$ cat config.mk
export PLATFORM = sky130hd
export DESIGN_NAME = blk_lock_mgr
export DESIGN_NICKNAME = d
export VERILOG_FILES = /design/src/rtl/blk_lock_pkg.sv /design/src/rtl/blk_lock_seq.sv /design/src/rtl/blk_lock_cell.sv /design/src/rtl/blk_lock_view.sv /design/src/rtl/blk_lock_mgr.sv
export SDC_FILE = /design/constraint.sdc
export NUM_CORES = 1
export LEC_CHECK = 0
export BUFFER_PORTS_ARGS = -buffer_cell sky130_fd_sc_hd__clkbuf_2
export CAP_MARGIN = 20
export CORE_UTILIZATION = 40
export DETAILED_ROUTE_END_ITERATION = 16
export GPL_TIMING_DRIVEN = 0
export PLACE_DENSITY = 0.68
export SLEW_MARGIN = 15
export SYNTH_ARGS = -nofsm -noshare
export SYNTH_HDL_FRONTEND = slang
export SYNTH_SLANG_ARGS = --single-unit
$ cat constraint.sdc
create_clock -name clk -period 5.79 [get_ports clk]
set_input_delay 0.8685 -clock clk [delete_from_list [all_inputs] [get_ports clk]]
set_output_delay 0.8685 -clock clk [all_outputs]
set_load 0.005 [all_outputs]
$ cat src/rtl/blk_lock_pkg.sv
package blk_lock_pkg;

    typedef enum logic [1:0] {
        LK_OPEN   = 2'd0,
        LK_SHUT   = 2'd1,
        LK_FROZEN = 2'd2
    } lk_state_e;

    typedef enum logic {
        SEQ_IDLE  = 1'b0,
        SEQ_ARMED = 1'b1
    } seq_state_e;

    typedef struct packed {
        logic lock;
        logic unlock;
        logic freeze;
    } lk_act_t;

    localparam logic [7:0] OPC_SETUP  = 8'h60;
    localparam logic [7:0] OPC_LOCK   = 8'h01;
    localparam logic [7:0] OPC_FREEZE = 8'h2F;
    localparam logic [7:0] OPC_UNLOCK = 8'hD0;

endpackage

$ cat src/rtl/blk_lock_seq.sv
module blk_lock_seq
    import blk_lock_pkg::*;
#(
    parameter int ADDR_W = 20,
    parameter int IDX_W  = 4
) (
    input  logic              clk,
    input  logic              rst_n,
    input  logic              cmd_valid,
    input  logic [7:0]        cmd_code,
    input  logic [ADDR_W-1:0] cmd_addr,
    output lk_act_t           act,
    output logic [IDX_W-1:0]  act_idx
);

    seq_state_e cur_q;
    seq_state_e nxt;

    always_ff @(posedge clk or negedge rst_n) begin
        if (!rst_n) cur_q <= SEQ_IDLE;
        else        cur_q <= nxt;
    end

    always_comb begin
        nxt     = cur_q;
        act     = '0;
        act_idx = cmd_addr[ADDR_W-1 -: IDX_W];
        unique case (cur_q)
            SEQ_IDLE: begin
                if (cmd_valid && cmd_code == OPC_SETUP) nxt = SEQ_ARMED;
            end
            SEQ_ARMED: begin
                if (cmd_valid) begin
                    act.lock   = (cmd_code == OPC_LOCK);
                    act.unlock = (cmd_code == OPC_UNLOCK);
                    act.freeze = (cmd_code == OPC_FREEZE);
                    nxt = (cmd_code == OPC_SETUP) ? SEQ_ARMED : SEQ_IDLE;
                end
            end
            default: nxt = SEQ_IDLE;
        endcase
    end


    setup_arms_chk: assert property (@(posedge clk) disable iff (!rst_n)
        (cmd_valid && cmd_code == OPC_SETUP) |=> (cur_q == SEQ_ARMED));


    other_cancels_chk: assert property (@(posedge clk) disable iff (!rst_n)
        (cmd_valid && cmd_code != OPC_SETUP) |=> (cur_q == SEQ_IDLE));


    act_single_chk: assert property (@(posedge clk) disable iff (!rst_n)
        $onehot0(act));

endmodule

$ cat src/rtl/blk_lock_cell.sv
module blk_lock_cell
    import blk_lock_pkg::*;
(
    input  logic      clk,
    input  logic      rst_n,
    input  logic      sel,
    input  lk_act_t   act,
    output lk_state_e st
);

    lk_state_e nxt;

    always_ff @(posedge clk or negedge rst_n) begin
        if (!rst_n) st <= LK_SHUT;
        else        st <= nxt;
    end

    always_comb begin
        nxt = st;
        if (sel) begin
            unique case (st)
                LK_OPEN: begin
                    if (act.freeze)    nxt = LK_FROZEN;
                    else if (act.lock) nxt = LK_SHUT;
                end
                LK_SHUT: begin
                    if (act.freeze)      nxt = LK_FROZEN;
                    else if (act.unlock) nxt = LK_OPEN;
                end
                LK_FROZEN: nxt = LK_FROZEN;
                default:   nxt = LK_SHUT;
            endcase
        end
    end


    frozen_hold_chk: assert property (@(posedge clk) disable iff (!rst_n)
        (st == LK_FROZEN) |=> (st == LK_FROZEN));


    unsel_hold_chk: assert property (@(posedge clk) disable iff (!rst_n)
        !sel |=> $stable(st));


    freeze_take_chk: assert property (@(posedge clk) disable iff (!rst_n)
        (sel && act.freeze) |=> (st == LK_FROZEN));


    lock_take_chk: assert property (@(posedge clk) disable iff (!rst_n)
        (sel && act.lock) |=> (st != LK_OPEN));


    unlock_take_chk: assert property (@(posedge clk) disable iff (!rst_n)
        (sel && act.unlock && st == LK_SHUT) |=> (st == LK_OPEN));

endmodule

$ cat src/rtl/blk_lock_view.sv
module blk_lock_view
    import blk_lock_pkg::*;
#(
    parameter int NUM_BLOCKS = 16,
    parameter int ADDR_W     = 20,
    parameter int IDX_W      = 4
) (
    input  logic [2*NUM_BLOCKS-1:0] st_flat,
    input  logic [ADDR_W-1:0]       qry_addr,
    input  logic [ADDR_W-1:0]       op_addr,
    output logic [7:0]              qry_status,
    output logic                    op_permit
);

    function automatic lk_state_e pick(input logic [2*NUM_BLOCKS-1:0] flat,
                                       input logic [ADDR_W-1:0] addr);
        lk_state_e r;
        logic [IDX_W-1:0] idx;
        idx = addr[ADDR_W-1 -: IDX_W];
        r   = LK_SHUT;
        for (int i = 0; i < NUM_BLOCKS; i++) begin
            if (int'(idx) == i) r = lk_state_e'(flat[2*i +: 2]);
        end
        return r;
    endfunction

    lk_state_e q_st;
    lk_state_e o_st;

    always_comb begin
        q_st       = pick(st_flat, qry_addr);
        o_st       = pick(st_flat, op_addr);
        qry_status = {6'b0, q_st == LK_FROZEN, q_st != LK_OPEN};
        op_permit  = (o_st == LK_OPEN);
    end

endmodule

$ cat src/rtl/blk_lock_mgr.sv
module blk_lock_mgr
    import blk_lock_pkg::*;
#(
    parameter int NUM_BLOCKS = 16,
    parameter int ADDR_W     = 20
) (
    input  logic              clk,
    input  logic              rst_n,
    input  logic              cmd_valid,
    input  logic [7:0]        cmd_code,
    input  logic [ADDR_W-1:0] cmd_addr,
    input  logic [ADDR_W-1:0] qry_addr,
    output logic [7:0]        qry_status,
    input  logic              op_req,
    input  logic [ADDR_W-1:0] op_addr,
    output logic              op_permit,
    output logic              lock_fault
);

    localparam int IDX_W = (NUM_BLOCKS > 1) ? $clog2(NUM_BLOCKS) : 1;

    lk_act_t                 act;
    logic [IDX_W-1:0]        act_idx;
    logic [2*NUM_BLOCKS-1:0] st_flat;

    blk_lock_seq #(.ADDR_W(ADDR_W), .IDX_W(IDX_W)) u_seq (
        .clk       (clk),
        .rst_n     (rst_n),
        .cmd_valid (cmd_valid),
        .cmd_code  (cmd_code),
        .cmd_addr  (cmd_addr),
        .act       (act),
        .act_idx   (act_idx)
    );

    for (genvar g = 0; g < NUM_BLOCKS; g++) begin : g_cell
        logic      sel;
        lk_state_e st;
        assign sel = (act != '0) && (int'(act_idx) == g);
        blk_lock_cell u_cell (
            .clk   (clk),
            .rst_n (rst_n),
            .sel   (sel),
            .act   (act),
            .st    (st)
        );
        assign st_flat[2*g +: 2] = st;
    end

    blk_lock_view #(.NUM_BLOCKS(NUM_BLOCKS), .ADDR_W(ADDR_W), .IDX_W(IDX_W)) u_view (
        .st_flat    (st_flat),
        .qry_addr   (qry_addr),
        .op_addr    (op_addr),
        .qry_status (qry_status),
        .op_permit  (op_permit)
    );

    always_ff @(posedge clk or negedge rst_n) begin
        if (!rst_n) lock_fault <= 1'b0;
        else        lock_fault <= op_req && !op_permit;
    end


    fault_raise_chk: assert property (@(posedge clk) disable iff (!rst_n)
        (op_req && !op_permit) |=> lock_fault);


    fault_quiet_chk: assert property (@(posedge clk) disable iff (!rst_n)
        !op_req |=> !lock_fault);


    permit_status_chk: assert property (@(posedge clk) disable iff (!rst_n)
        (op_addr[ADDR_W-1 -: IDX_W] == qry_addr[ADDR_W-1 -: IDX_W])
            |-> (op_permit == (qry_status[0] == 1'b0)));


    status_form_chk: assert property (@(posedge clk) disable iff (!rst_n)
        (qry_status[7:2] == 6'b0) && (!qry_status[1] || qry_status[0]));

endmodule

==> summary.txt <==
Drt
  • First drt pass iteration count: 5
  • Via/cell ratio: 6.00
  • Via count: 3179
  • Detailed Route Iter0 Violations: 228
  • Antenna-violating nets left: 0
  • Routed len/inst: 17.2 µm
  • Final WL: 9140 µm
  • Remaining DRCs: 0

Power
  • Sw frac: 26.4%
  • Switching Power: 141 µW
  • Pint: 394 µW
  • IR drop worst, VDD: 0.0804 mV
  • Clock share of power: 41.6%
  • Comb pwr share: 13.8%
  • Static Leak: 1.83 nW
  • Sequential Power Share: 44.6%
  • Power Density: 146 mW/mm²
  • Overall power: 536 µW

STA
  • RSZ-0062 raised after global routing: no
  • Setup tns final: 0 ps
  • Worst relative slew slack: 39.7%
  • Tcrit/Tclk final: 63.4%
  • Final Critical Period: 3670 ps
  • Max Clock Freq: 272 MHz
  • Worst-Margin Slew: 904 ps
  • Hold Vio Cnt, Final: 0
  • Clock skew: 4.33 ps
  • Final Max Slew Viols: 0
  • Final setup viols: 0

Setup path
  • Setup crit end kind: primary output
  • WP data arrival: 2800 ps
  • Crit Path Class: input port to primary output
  • Crit Path Max Fanout: 10
  • Worst endpoint required time: 4920 ps
  • CP startpoint kind: input port
  • Reg2reg path depth: 5

Synth
  • Mapped Area: 0.00329 mm²
  • Cells after Synth: 392
  • Distinct cells, synth: 61
  • Ys Warns: 0
  • Share of the synthesized area in the top cell type: 13.7%
  • Asr flop ratio synth: 100%
  • Yosys top cell by area: dfrtp_1
  • Top cells by area, synth: dfrtp_1 14%, dfstp_2 13%, ha_1 12%
  • Seq/Total Area, Yosys: 26.5%
  • EDFF count, synth: 0
  • Top FF cell, synth: dfrtp_1
  • Syn_area_per_cell: 8.39 µm²
  • Flops & latches, synth: 34

Cells and area
  • Ant. Diodes: 0
  • Most frequent cells in the layout: 40 x inv_1, 32 x ha_1, 31 x a21oi_1
  • Area growth from synthesis to layout: 11.3%
  • Commonest non-fill, non-tap cell in the layout: inv_1
  • Nets: 531
  • Layout cell share with drive strength beyond 1: 16.8%

Global routing
  • Number of global-route vias before repair: 2957
  • Pin count of the biggest net entering global routing: 35
  • GRT overflow: 0
  • Initial antenna violation count: 0
  • Total GRT Usage: 21.8%
  • First-pass GRT wire length: 14600 µm

Place
  • DP HPWL: 6740 µm
  • IO buf count: 23
  • GPL Wtd Cong: 0.896

Floorplan
  • Initial Utilization: 41.9%
  • Core area: 0.00785 mm²
  • Num ports: 82
  • Die width: 92.7 µm
  • DIE HEIGHT: 92.7 µm
  • Site Rows: 32
  • Die ar.: 0.00859 mm²

Outcome
  • Status: finished, final reports clean

Clocking
  • Total CTS buffers: 5
  • CTS tree: built
  • Post-CTS sizing: 0
  • Clock Root Buffer: clkbuf_8
  • Max H-tree Level: 2
  • Post-CTS setup buffers: 0
  • Clk_lat worst skew: 290 ps
  • # clock sinks: 34
  • Clock-pin slew on the worst setup and hold paths: 80 ps
  • Max clock buf depth: 2
  • CTS Hold Bufs: 0

Worst hold path
  • Worst Hold Depth: 1
  • Hold crit path type: flop to flop

Flow run
  • Max Cap Viol: 0
## worst paths after layout
check | startpoint | end | slack [ps]
setup / recovery | qry_addr[18] | qry_status[0] | 2120
hold / removal | g_cell[1].u_cell.st[1] | g_cell[1].u_cell.st[1] | 490
setup reg to reg | flop | g_cell[4].u_cell.st[0] | 3590
hold reg to reg | g_cell[1].u_cell.st[1] | g_cell[1].u_cell.st[1] | 490
max in group asynchronous | rst_n | g_cell[8].u_cell.st[1] | 4540
min in group asynchronous | rst_n | g_cell[11].u_cell.st[1] | 700
## cell usage after synthesis, types with 3 or more instances
cell / instances
ha_1: 32
a31oi_1: 11
a21oi_1: 31
a41o_1: 4
nand2_1: 18
clkbuf_1: 17
nand4_1: 7
a221o_1: 3
nor2_1: 24
o31a_1: 6
dfrtp_1: 18
nor3_1: 5
nor4_1: 4
dfstp_2: 16
and3_1: 3
a2bb2oi_1: 5
nand3_1: 22
a32oi_1: 4
nand3b_1: 3
a22o_1: 3
inv_1: 40
o211a_1: 3
o21ai_0: 11
o2111ai_1: 3
mux2_2: 3
o211ai_1: 3
and4_1: 3
mux2i_1: 24
buf_1: 4
a31o_2: 5
buf_4: 6
nand4b_1: 4
nor2b_1: 5
nand2b_1: 6
## worst max-delay path: stages
cell,delay [ps]
clkbuf_1,400
mux2_2,400
a221oi_1,290
o21ai_0,190
a221o_1,340
a21bo_2,220
clkbuf_2,100
## layout make-up
| cell class | count | area, µm² |
|---|---|---|
| buffer | 29 | 140 |
| clock buffer | 5 | 68.8 |
| clock inverter | 3 | 40.0 |
| fill | 803 | 4190 |
| inverter | 40 | 150 |
| multi-input combinational | 294 | 2150 |
| sequential | 34 | 871 |
| tap | 102 | 128 |
| timing repair buffer | 23 | 115 |
## state kept, by name, indices dropped and copies added, names as in the netlist, named ones only
| register | flops |
|---|---|
| g_cell.u_cell.st | 32 |
| lock_fault | 1 |
## logic make-up (layout without fill, tap and decap cells)
kind of cell             after synthesis  after routing  share of synthesized area [%]
AND/OR/NAND/NOR                      113            113                           18.5
AO/OA/AOI/OAI                        116            116                           25.6
buffers and inverters                 69            100                           8.82
adder cells (fa/ha/maj)               32             32                           12.2
multiplexers                          27             27                           8.33
other                                  1              6                          0.114
flip-flops                            34             34                           26.5
## per-stage QoR
stage                     hold slack [ps]  std cells  area, µm²  utilization, %  setup WS (ps)
after global placement                465        522       3550            45.3           2200
after CTS                             483        530       3660            46.7           2170
after global routing                  506        530       3660            46.7           2110
after floorplan                       450        397       3310               -           2590
final                                 486        530       3660            46.7           2120
after detailed placement              473        522       3550            45.3           2170
## layer usage
layer	track usage, %	wire [µm]
met1	30.6	4360
met2	35.2	4170
met3	2.55	509
met4	6.15	106
met5	0	0
## power groups by stage
stage          Combinational, mW  Clock [mW]  Sequential, mW
3_3_place_gp              0.0719           0           0.243
6_report                  0.0740       0.223           0.239
2_1_floorplan             0.0451           0           0.243
4_1_cts                   0.0730       0.224           0.239
5_1_grt                   0.0814       0.231           0.239
3_5_place_dp              0.0727           0           0.243
No activity file was read; power rests on OpenSTA's default activity.
